`config.mk`:
```
export PLATFORM = sky130hd
export DESIGN_NAME = blocklock_guard
export DESIGN_NICKNAME = d
export VERILOG_FILES = /design/src/rtl/blg_pkg.sv /design/src/rtl/blg_lock_map.sv /design/src/rtl/blg_policy.sv /design/src/rtl/blg_status.sv /design/src/rtl/blocklock_guard.sv
export SDC_FILE = /design/constraint.sdc
export NUM_CORES = 1
export LEC_CHECK = 0
export BUFFER_PORTS_ARGS = -buffer_cell sky130_fd_sc_hd__buf_2
export CORE_MARGIN = 5
export CORE_UTILIZATION = 40
export CTS_CLUSTER_DIAMETER = 100
export DETAILED_ROUTE_END_ITERATION = 8
export PLACE_DENSITY = 0.78
export SLEW_MARGIN = 20
export SYNTH_ARGS = -nofsm -noshare
export SYNTH_HDL_FRONTEND = slang
export SYNTH_SLANG_ARGS = --single-unit
```
`constraint.sdc`:
```
create_clock -name clk -period 1.4 [get_ports clk]
set_input_delay 0.42 -clock clk [delete_from_list [all_inputs] [get_ports clk]]
set_output_delay 0.42 -clock clk [all_outputs]
set_load 0.05 [all_outputs]
```
`src/rtl/blg_pkg.sv`:
```
package blg_pkg;
   typedef enum logic [2:0] {
      CMD_NOP       = 3'd0,
      CMD_LATCH_SET = 3'd1,
      CMD_LATCH_CLR = 3'd2,
      CMD_FLAG_SET  = 3'd3,
      CMD_FLAG_CLR  = 3'd4,
      CMD_STAT_WR   = 3'd5,
      CMD_ARR_WR    = 3'd6,
      CMD_RSVD      = 3'd7
   } cmd_e;

   typedef struct packed {
      logic       pen;
      logic       flag;
      logic [1:0] wd;
      logic [1:0] bl;
      logic       wel;
      logic       busy;
   } stat_t;

   localparam int STAT_W = $bits(stat_t);
endpackage

```
`src/rtl/blg_lock_map.sv`:
```
module blg_lock_map #(
   parameter int ADDR_W = 13
) (
   input  logic [ADDR_W-1:0] addr,
   input  logic [1:0]        lvl,
   output logic              locked
);
   localparam int TOP = ADDR_W - 1;

   initial begin
      assert (ADDR_W >= 2 && ADDR_W <= 32)
         else $error("blg_lock_map: ADDR_W out of range");
   end

   logic in_quarter, in_half;
   always_comb begin
      in_quarter = addr[TOP] & addr[TOP-1];
      in_half    = addr[TOP];
      unique case (lvl)
         2'b00:   locked = 1'b0;
         2'b01:   locked = in_quarter;
         2'b10:   locked = in_half;
         default: locked = 1'b1;
      endcase
   end
endmodule

```
`src/rtl/blg_policy.sv`:
```
module blg_policy
   import blg_pkg::*;
(
   input  cmd_e op,
   input  logic wel,
   input  logic pen,
   input  logic pin_hi,
   input  logic arr_locked,
   output logic is_write,
   output logic ok
);
   logic frozen;
   always_comb begin
      frozen   = pen & ~pin_hi;
      is_write = (op == CMD_STAT_WR) || (op == CMD_ARR_WR);
      unique case (op)
         CMD_STAT_WR: ok = wel & ~frozen;
         CMD_ARR_WR:  ok = wel & ~arr_locked;
         default:     ok = 1'b0;
      endcase
   end
endmodule

```
`src/rtl/blg_status.sv`:
```
module blg_status
   import blg_pkg::*;
#(
   parameter logic [7:0] RST_STATUS = 8'h00
) (
   input  logic       clk,
   input  logic       rst_n,
   input  cmd_e       op,
   input  logic       ok,
   input  logic [7:0] din,
   input  logic       nv_busy,
   output stat_t      st
);
   logic       pen_q, flag_q, wel_q;
   logic [1:0] wd_q, bl_q;
   logic       unused_din;
   assign unused_din = ^{din[6], din[1:0], RST_STATUS[6], RST_STATUS[1:0]};

   always_ff @(posedge clk or negedge rst_n) begin
      if (!rst_n) begin
         pen_q  <= RST_STATUS[7];
         wd_q   <= RST_STATUS[5:4];
         bl_q   <= RST_STATUS[3:2];
         flag_q <= 1'b0;
         wel_q  <= 1'b0;
      end else begin
         unique case (op)
            CMD_LATCH_SET: wel_q  <= 1'b1;
            CMD_LATCH_CLR: wel_q  <= 1'b0;
            CMD_FLAG_SET:  flag_q <= 1'b1;
            CMD_FLAG_CLR:  flag_q <= 1'b0;
            CMD_STAT_WR: if (ok) begin
               pen_q <= din[7];
               wd_q  <= din[5:4];
               bl_q  <= din[3:2];
               wel_q <= 1'b0;
            end
            CMD_ARR_WR: if (ok) wel_q <= 1'b0;
            default: ;
         endcase
      end
   end

   always_comb begin
      st.pen  = pen_q;
      st.flag = flag_q;
      st.wd   = wd_q;
      st.bl   = bl_q;
      st.wel  = wel_q;
      st.busy = nv_busy;
   end

   // a denied settings write leaves the nonvolatile fields untouched
   p_hold_on_deny_r8: assert property (@(posedge clk) disable iff (!rst_n)
      (op == CMD_STAT_WR && !ok) |=> $stable({pen_q, wd_q, bl_q}));
endmodule

```
`src/rtl/blocklock_guard.sv`:
```
module blocklock_guard
   import blg_pkg::*;
#(
   parameter int         ADDR_W     = 13,
   parameter logic [7:0] RST_STATUS = 8'h00
) (
   input  logic              clk,
   input  logic              rst_n,
   input  logic [2:0]        cmd,
   input  logic [ADDR_W-1:0] addr,
   input  logic [7:0]        wr_data,
   input  logic              pin_hi,
   input  logic              nv_busy,
   output logic              grant,
   output logic              deny,
   output logic [7:0]        status
);
   initial begin
      assert (STAT_W == 8) else $error("blocklock_guard: status width must be 8");
   end

   cmd_e  op;
   stat_t st;
   logic  locked, is_write, ok;

   assign op = cmd_e'(cmd);

   blg_lock_map #(.ADDR_W(ADDR_W)) u_map (
      .addr   (addr),
      .lvl    (st.bl),
      .locked (locked)
   );

   blg_policy u_pol (
      .op         (op),
      .wel        (st.wel),
      .pen        (st.pen),
      .pin_hi     (pin_hi),
      .arr_locked (locked),
      .is_write   (is_write),
      .ok         (ok)
   );

   blg_status #(.RST_STATUS(RST_STATUS)) u_st (
      .clk     (clk),
      .rst_n   (rst_n),
      .op      (op),
      .ok      (ok),
      .din     (wr_data),
      .nv_busy (nv_busy),
      .st      (st)
   );

   always_ff @(posedge clk or negedge rst_n) begin
      if (!rst_n) begin
         grant <= 1'b0;
         deny  <= 1'b0;
      end else begin
         grant <= is_write & ok;
         deny  <= is_write & ~ok;
      end
   end

   assign status = st;

   // never both answers at once
   p_one_answer_r4: assert property (@(posedge clk) disable iff (!rst_n)
      !(grant && deny));
   // no latch, no write
   p_no_latch_deny_r5: assert property (@(posedge clk) disable iff (!rst_n)
      ((cmd == 3'd5 || cmd == 3'd6) && !status[1]) |=> (deny && !grant));
   // frozen settings refuse a settings write
   p_frozen_r7: assert property (@(posedge clk) disable iff (!rst_n)
      (cmd == 3'd5 && status[7] && !pin_hi) |=> deny);
   // whole-array lock never grants an array write
   p_full_lock_r6: assert property (@(posedge clk) disable iff (!rst_n)
      (cmd == 3'd6 && status[3:2] == 2'b11) |=> !grant);
   // a grant leaves the latch clear
   p_latch_spent_r9: assert property (@(posedge clk) disable iff (!rst_n)
      grant |-> !status[1]);
endmodule

```
==> metrics.txt, run 1 <==
Setup violations, final 0; Sequential cell area 228 µm²; first-pass GRT wire length 2030 µm; Total Wirelength 1350 µm; Avg Inst Size Synth 10.8 µm²; worst path cell trace buf_4 > inv_12 > ha_4 > nand4_1 > nand2_2 > nor2_4 > mux2_4; Flop pwr share 0.336; most frequent cells after synthesis dfrtp_1 (9), inv_1 (5), o21ai_0 (5); Core ar. 1320 µm²; vias in the first global route 494; largest net degree at the start of global routing 10; unrepaired setup endpoints after global routing no; initial antenna violation count 0; Worst path max stage delay 0.32 ns; Reg2Reg Depth 4; post-route ant nets 0; f_max about 0.73 GHz; CTS tree done; clock-pin slew on the worst setup and hold paths 0.07 ns; sequential-to-total area share from yosys stat 0.395; Required @ worst endpoint 1.54 ns; Multi-input gate area 322 µm²; Boundary Pins 38; critical path arrival 1.51 ns; critical path class input port to register; Syn Nets between 80 and 90; Std-Cell Rows 13; crit-path max FO 5; htree depth 1; top-area cell type share of the netlist area 0.395; min Tclk post-route around 1.4 ns; Comb pwr share 0.489; TritonRoute pass-1 iters 4; final worst path period share 0.980; Final Max Slew Viols 0; maximum vdd drop 0.556 mV; Distinct cells, synth 22; Power Internal 0.000643 W; HPWL Detailed between 1000 and 1500 µm; Least-Margin Pin Slew ~0.25 ns; Initial DRC Count 7; power per cell area 1410 nW/µm²; Main synth FF type dfrtp_1; Mapped Area about 570 µm²; port bufs 21; leading area contributor after synthesis dfrtp_1; Max-Cap Viols 0; top cells by area, synth dfrtp_1 (39%), mux2_4 (11%), ha_1 (8.8%); Syn Inst Count 53; Leak 0.407 nW; Remaining DRCs 0; Fillers 114; die width between 40 and 50 µm; ANT cells 0; Die H 47.8 µm; design area 833 µm²; Yosys reg bits 9; Clock Tree Buf Depth 2; CTS root buffer clkbuf_4; Final Hold Fails 0; Worst Skew about 0.010 ns; startpoint types input port; sw frac 0.452; slowest stage cell, crit path mux2_4; GRT Util Overall 0.132; GPL Wtd Cong 0.770; worst hold path type input port to register; starting density of the core 0.433; clock group share of total power 0.176; CTS Buf Count 3; Post-DP Area 776 µm²; crit end category register; setup TNS 0 ns; Post-synth ARST share 1.00; Via density 5.19; Area growth syn-to-layout 46.1%; Max-slew headroom 0.833; status finished, final reports clean; Warnings, synthesis 0; layout cells sized above 1 0.576; Skew-Pair Late Insertion Delay 0.27 ns; most numerous cell in the Yosys netlist dfrtp_1; drt wl/cell between 10 and 15 µm; clk sinks 9; Psw 0.000530 W; Worst Hold Depth 2; die area between 2000 and 2500 µm²; total gr overflow 0; via count 519; Post-synth EDFFs 0; Nets 118
[kinds of logic (layout without fill, tap and decap cells)]
group / count (synthesis) / count (layout) / share of synthesized area
compound gates: 14 / 14 / 0.167
simple gates: 11 / 11 / 0.123
buf+inv: 10 / 42 / 0.105
flops: 9 / 9 / 0.395
mux: 5 / 5 / 0.123
fa+ha+maj: 4 / 4 / 0.0877
[final cells by class]
cell class                 instances  share of cell area
clock buffer                       4              0.0315
sequential                         9               0.273
multi-input combinational         34               0.386
tap                               15              0.0225
inverter                           5              0.0375
timing repair buffer              33               0.249
[state kept, by name, indices dropped and copies added, names as in the netlist]
name         count
deny             1
grant            1
u_st.bl_q        2
u_st.flag_q      1
u_st.pen_q       1
u_st.wd_q        2
u_st.wel_q       1
[metrics by stage]
step / utilization / hold WS [ns] / power (W) / worst slack (ns) / instances
6_report: 0.632 / 0.388 / 0.00117 / 0.0282 / 100
5_1_grt: 0.632 / 0.381 / 0.00123 / 0.000878 / 100
4_1_cts: 0.620 / 0.380 / 0.00117 / 0.00556 / 100
3_5_place_dp: 0.589 / 0.284 / 0.000955 / -0.285 / 95
3_3_place_gp: 0.589 / 0.278 / 0.000932 / -0.248 / 95
2_1_floorplan: - / 0.124 / 0.000812 / -0.0837 / 53
[critical path, delay by kind of cell]
kind | cells | cell delay [ns]
muxes | 1 | 0.32
adders and majority gates | 1 | 0.17
and+or+nand+nor | 3 | 0.40
buffers and inverters | 2 | 0.20
[timing repair]
action,CTS,global route
endpoints found under the hold margin,4,0
setup buffers,0,0
hold buffers,1,0
endpoints found under the setup margin,3,6
resized for setup,2,5
pin swaps,2,1
[per-layer routing]
layer | part of all wire | global-route usage
met1 | 0.39 | 0.147
met3 | 0.055 | 0.0113
met2 | 0.53 | 0.237
met5 | 0 | 0
met4 | 0.020 | 0.0860
[path summary, 6_finish.rpt]
kind | start | endpoint | slack, ns
min in group asynchronous | rst_n | u_st.pen_q | 0.53
setup reg to reg | u_st.bl_q[0] | u_st.wd_q[1] | 0.05
hold / removal | wr_data[3] | u_st.bl_q[1] | 0.39
setup / recovery | cmd[0] | u_st.wd_q[1] | 0.03
hold reg to reg | u_st.wd_q[0] | u_st.wd_q[0] | 0.52
max in group asynchronous | rst_n | u_st.bl_q[0] | 0.66
[layout by cell type (no fill, tap or decap), types with 2 or more instances in the layout]
cell type,synthesis,final
buf_2,0,17
buf_4,4,14
dfrtp_1,9,7
o21ai_0,5,5
inv_1,5,4
mux2_4,4,4
clkbuf_4,0,4
nand3_1,3,3
nand4_1,2,2
a31oi_1,2,2
nand2_1,2,2
a21oi_1,2,2
ha_1,4,2
ha_4,0,2
dfrtp_2,0,2
[power by group through the flow]
| stage | clock network, W | logic (W) | registers, W |
|---|---|---|---|
| global placement | 0 | 0.000542 | 0.000390 |
| floorplan | 0 | 0.000261 | 0.000551 |
| finish | 0.000206 | 0.000573 | 0.000394 |
| global route | 0.000228 | 0.000604 | 0.000403 |
| CTS | 0.000217 | 0.000564 | 0.000393 |
| detailed placement | 0 | 0.000557 | 0.000398 |
(Power assumes the default switching activity.)
==> run 2, diff against run 1 <==
- REMOVE_ABC_BUFFERS: unset -> 1
==> run 2 against run 1 <==
Effect of this change: clock skew decreased by 0.0082 ns; sequential share of layout area decreased by 0.66 points; wire length increased by 19%; worst hold slack lost 0.0038 ns; sequential power fell by 3%; final cell count is 6.0% higher; fmax decreased by 0.90%; die area unchanged; power increased by 4.6%; global-route usage increased by 0.65 points; first-iteration DRC count grew 71%.
==> metrics.txt, run 2 (same netlist as run 1, synthesis figures left out) <==
Total Wirelength approximately 1600 µm; Hold Crit Start wr_data[3]; largest net degree at the start of global routing 10; maximum vdd drop 0.938 mV; status finished, final reports clean; Nets 124; crit end category output pin; Placed Cells 97; htree depth 1; Die H 47.8 µm; Max-Cap Viols 0; CTS Buf Count 3; Worst setup startpoint u_st.bl_q[0]; total gr overflow 0; CTS root buffer clkbuf_4; power per cell area 1450 nW/µm²; Fillers 105; via count 568; Remaining DRCs 0; Worst Hold Depth 2; GRT Util Overall 0.139; Sequential cell area 225 µm²; met2 Usage GRT 0.208; most used routing layer met2; final worst path period share 0.989; Initial DRC Count 12; Boundary Pins 38; Max-slew headroom 0.831; HPWL Detailed around 1100 µm; CTS tree done; top flop regs u_st.bl_q (2), u_st.wd_q (2); drt wl/cell 15.2 µm; ANT cells 0; Area growth syn-to-layout 48.0%; Clock Tree Buf Depth 2; port bufs 21; starting density of the core 0.433; layout cells sized above 1 0.560; initial antenna violation count 0; Setup violations, final 0; first-pass GRT wire length 2160 µm; Reg2Reg Depth 4; TritonRoute pass-1 iters 4; Final Hold Fails 0; met1 usage 0.182; Worst Skew about 0.0018 ns; Via density between 5 and 6; Final Max Slew Viols 0; R2R Setup Slk roughly 0.06 ns; vias in the first global route 495; commonest non-fill, non-tap cell in the layout buf_2; hold endpoint u_st.bl_q[1]; f_max 0.722 GHz; critical path arrival about 0.96 ns; critical path class register to output pin; startpoint types register; unrepaired setup endpoints after global routing yes; crit-path max FO 3; post-route ant nets 0; Leak 0.438 nW; Least-Margin Pin Slew 0.256 ns; die area 2280 µm²; Core ar. 1320 µm²; GPL Wtd Cong 0.848; Required @ worst endpoint 0.98 ns; clk sinks 9; clock-pin slew on the worst setup and hold paths 0.06 ns; min Tclk post-route 1.38 ns; R2R Path Start u_st.bl_q[0]; Multi-input gate area 298 µm²; Critical R2R Capture u_st.bl_q[0]; fin cells 106; Std-Cell Rows 13; Skew-Pair Late Insertion Delay 0.26 ns; worst hold path type input port to register; commonest cells after routing, fill and taps aside buf_2 (18), buf_4 (16), dfrtp_1 (9); die width 47.8 µm; Tot Pwr 0.00123 W; met3 usage 0.0263
==> run 2: cell count changes in the layout (fill, tap and decap cells not counted) <==
cell       before  now
dfrtp_1         7    9
ha_1            2    3
ha_4            2    1
o2111ai_2       0    1
buf_2          17   18
o2111ai_4       1    0
inv_1           4    5
dfrtp_2         2    0
buf_6           0    2
clkbuf_4        4    5
buf_4          14   16
inv_12          1    0
==> run 2: worst max-delay path by stage <==
stage                    to  slack (ns)
2_1_floorplan  u_st.bl_q[0]       -0.18
3_3_place_gp   u_st.bl_q[0]       -0.32
6_report          status[2]        0.02
5_1_grt           status[2]       -0.02
3_5_place_dp   u_st.wd_q[0]       -0.36
4_1_cts           status[2]        0.01
==> run 2: worst max-delay path: stages (launching register included) <==
cell and delay [ns]:
dfrtp_1 0.42, buf_6 0.14, buf_6 0.14
==> run 2: final cells by class <==
| class | instances | area share |
|---|---|---|
| Multi-Input combinational cell | 34 | 0.353 |
| Timing Repair Buffer | 39 | 0.305 |
| Inverter | 5 | 0.0222 |
| Tap cell | 15 | 0.0222 |
| Clock buffer | 4 | 0.0311 |
| Sequential cell | 9 | 0.267 |
==> run 2: report_power, final <==
group,total (W),internal [W],switching [W]
combinational,0.000636,0.000246,0.000390
clock,0.000209,0.000110,0.0000989
sequential,0.000382,0.000324,0.0000573
total,0.00123,0.000680,0.000547
==> run 2: per-layer routing <==
metal | routed length [µm] | up-vias
met4 | 40 | 0
li1 | - | 262
met5 | 0 | -
met3 | 128 | 4
met2 | 829 | 34
met1 | 614 | 268
==> run 2: what timing repair did <==
action / in CTS / in global routing
hold buffers: 0 / 1
setup buffers: 0 / 4
resized for setup: 5 / 2
pin swaps: 1 / 5
endpoints found under the setup margin: 5 / 7
cloned: 0 / 0
endpoints found under the hold margin: 0 / 2
==> run 2: per-stage QoR <==
stage                     cell area (µm²)   util  TNS, ns  hold slack, ns  setup WS, ns
after floorplan                       529      -   -0.720           0.124        -0.180
after global placement                751  0.570    -1.66           0.279        -0.323
after detailed placement              751  0.570    -1.91           0.285        -0.361
after CTS                             800  0.607        0        0.000586       0.00971
after global routing                  845  0.641  -0.0587           0.378       -0.0212
final                                 845  0.641        0           0.384        0.0157
==> run 3, diff against run 2 <==
- CORE_UTILIZATION: 40 -> 42
- CTS_BUF_LIST: unset -> sky130_fd_sc_hd__clkbuf_4 sky130_fd_sc_hd__clkbuf_8
- PLACE_DENSITY: 0.78 -> 0.81
==> run 3 against run 2 <==
Effect of this change: via count fell by 6.0%; combinational power fell by 11%; utilization rose by 1.2 points; power fell by 3.1%; critical endpoint is now status[7]; sequential share of layout area rose by 0.46 points; clock power rose by 9%; fmax rose by 1.0%; final cell count fell by 1.9%; largest cell class unchanged; clock-buffer cell count did not move; non-clock buffer count fell by 2; clock skew rose by 0.00087 ns; die area fell by 3.8%.
==> metrics.txt, run 3 (same netlist as run 1, synthesis figures left out) <==
status finished, final reports clean; power per cell area 1420 nW/µm²; Final Max Slew Viols 0; Area growth syn-to-layout 47.1%; final worst path period share 0.979; HPWL Detailed 1060 µm; port bufs 21; Worst Skew 0.00267 ns; Via density ~5.1; Final Hold Fails 0; worst path cell trace buf_2; post-route ant nets 0; vias in the first global route 550; critical path class register to output pin; total gr overflow 0; maximum vdd drop 0.690 mV; CTS root buffer clkbuf_4; Max-slew headroom 0.834; Power Internal 0.000663 W; GRT Util Overall 0.141; starting density of the core 0.444; initial antenna violation count 0; Boundary Pins 38; Sequential cell area approximately 230 µm²; Remaining DRCs 0; die area around 2200 µm²; top flop regs u_st.bl_q (2), u_st.wd_q (2); Comb pwr share 0.478; Core ar. 1280 µm²; Hold WS roughly 0.39 ns; Max-Cap Viols 0; Setup violations, final 0; Required @ worst endpoint 0.98 ns; layout cells sized above 1 0.618; Flop pwr share 0.331; Initial DRC Count 15; Total Wirelength 1510 µm; Worst path max stage delay 0.40 ns; fin cells 104; sw frac 0.443; Std-Cell Rows 13; htree depth 1; commonest cells after routing, fill and taps aside buf_4 (18), buf_2 (16), dfrtp_1 (7), o21ai_0 (5), clkbuf_4 (5); Die H ~47 µm; largest net degree at the start of global routing 10; clock-pin slew on the worst setup and hold paths about 0.070 ns; R2R Setup Slk roughly 0.030 ns; Leak 0.427 nW; slowest stage cell, crit path dfrtp_1; Nets 122; Skew-Pair Late Insertion Delay ~0.26 ns; clock group share of total power 0.191; Tot Pwr about 0.0012 W; Least-Margin Pin Slew 0.251 ns; Psw ~0.00053 W; Fillers a little under 100; crit-path max FO 3; f_max 0.730 GHz; CTS tree done; crit end category output pin; CTS Buf Count 3; CP bufs+invs 1; min Tclk post-route 1.37 ns; unrepaired setup endpoints after global routing yes; critical path arrival 0.95 ns; commonest non-fill, non-tap cell in the layout buf_4; ANT cells 0; Clock Tree Buf Depth 2; startpoint types register; clk sinks 9; die width 46.9 µm; GPL Wtd Cong 0.717; TritonRoute pass-1 iters 4; drt wl/cell 14.5 µm; first-pass GRT wire length 2210 µm; delay-heaviest family, CP flip-flops; worst hold path type input port to register; Placed Cells between 90 and 100; Multi-input gate area 300 µm²; via count 534
run 3: layout make-up:
type / instances / area share
Clock buffer: 4 / 0.0358
Multi-Input combinational cell: 34 / 0.358
Sequential cell: 9 / 0.271
Timing Repair Buffer: 37 / 0.291
Tap cell: 15 / 0.0224
Inverter: 5 / 0.0224
run 3: power groups by stage:
stage	combinational (W)	sequential [W]	clock [W]
detailed placement	0.000529	0.000396	0
floorplan	0.000143	0.000617	0
CTS	0.000547	0.000391	0.000227
global route	0.000601	0.000405	0.000246
finish	0.000568	0.000394	0.000227
global placement	0.000516	0.000391	0
run 3: through the flow:
step,area (µm²),TNS (ns),util,worst slack (ns)
6_report,840,0,0.653,0.0296
4_1_cts,795,0,0.618,0.00859
2_1_floorplan,529,-0.720,-,-0.180
3_5_place_dp,736,-2.11,0.573,-0.392
3_3_place_gp,736,-1.85,0.573,-0.352
5_1_grt,840,-0.0774,0.653,-0.0282
run 3: layer usage:
metal | wire length (µm) | track usage | share of wire
met1 | 674 | 0.177 | 0.45
met2 | 742 | 0.225 | 0.49
met3 | 66 | 0.0115 | 0.044
met4 | 21 | 0.0994 | 0.014
met5 | 0 | 0 | 0
run 3: final timing paths:
| check | startpoint | endpoint | depth (start not counted) |
|---|---|---|---|
| min in group asynchronous | rst_n | u_st.wd_q[0] | 2 |
| worst max register to register | u_st.bl_q[0] | u_st.bl_q[1] | 4 |
| worst min register to register | u_st.wd_q[1] | u_st.wd_q[1] | 1 |
| worst max-delay path | u_st.pen_q | status[7] | 1 |
| max in group asynchronous | rst_n | u_st.bl_q[0] | 2 |
| worst min-delay path | wr_data[4] | u_st.wd_q[0] | 2 |
run 3: what timing repair did:
| item | CTS | global route |
|---|---|---|
| hold buffers | 1 | 0 |
| resized for setup | 5 | 7 |
| endpoints found under the hold margin | 5 | 0 |
| endpoints found under the setup margin | 6 | 5 |
| buffers inserted | 0 | 4 |
| pin swaps | 2 | 6 |
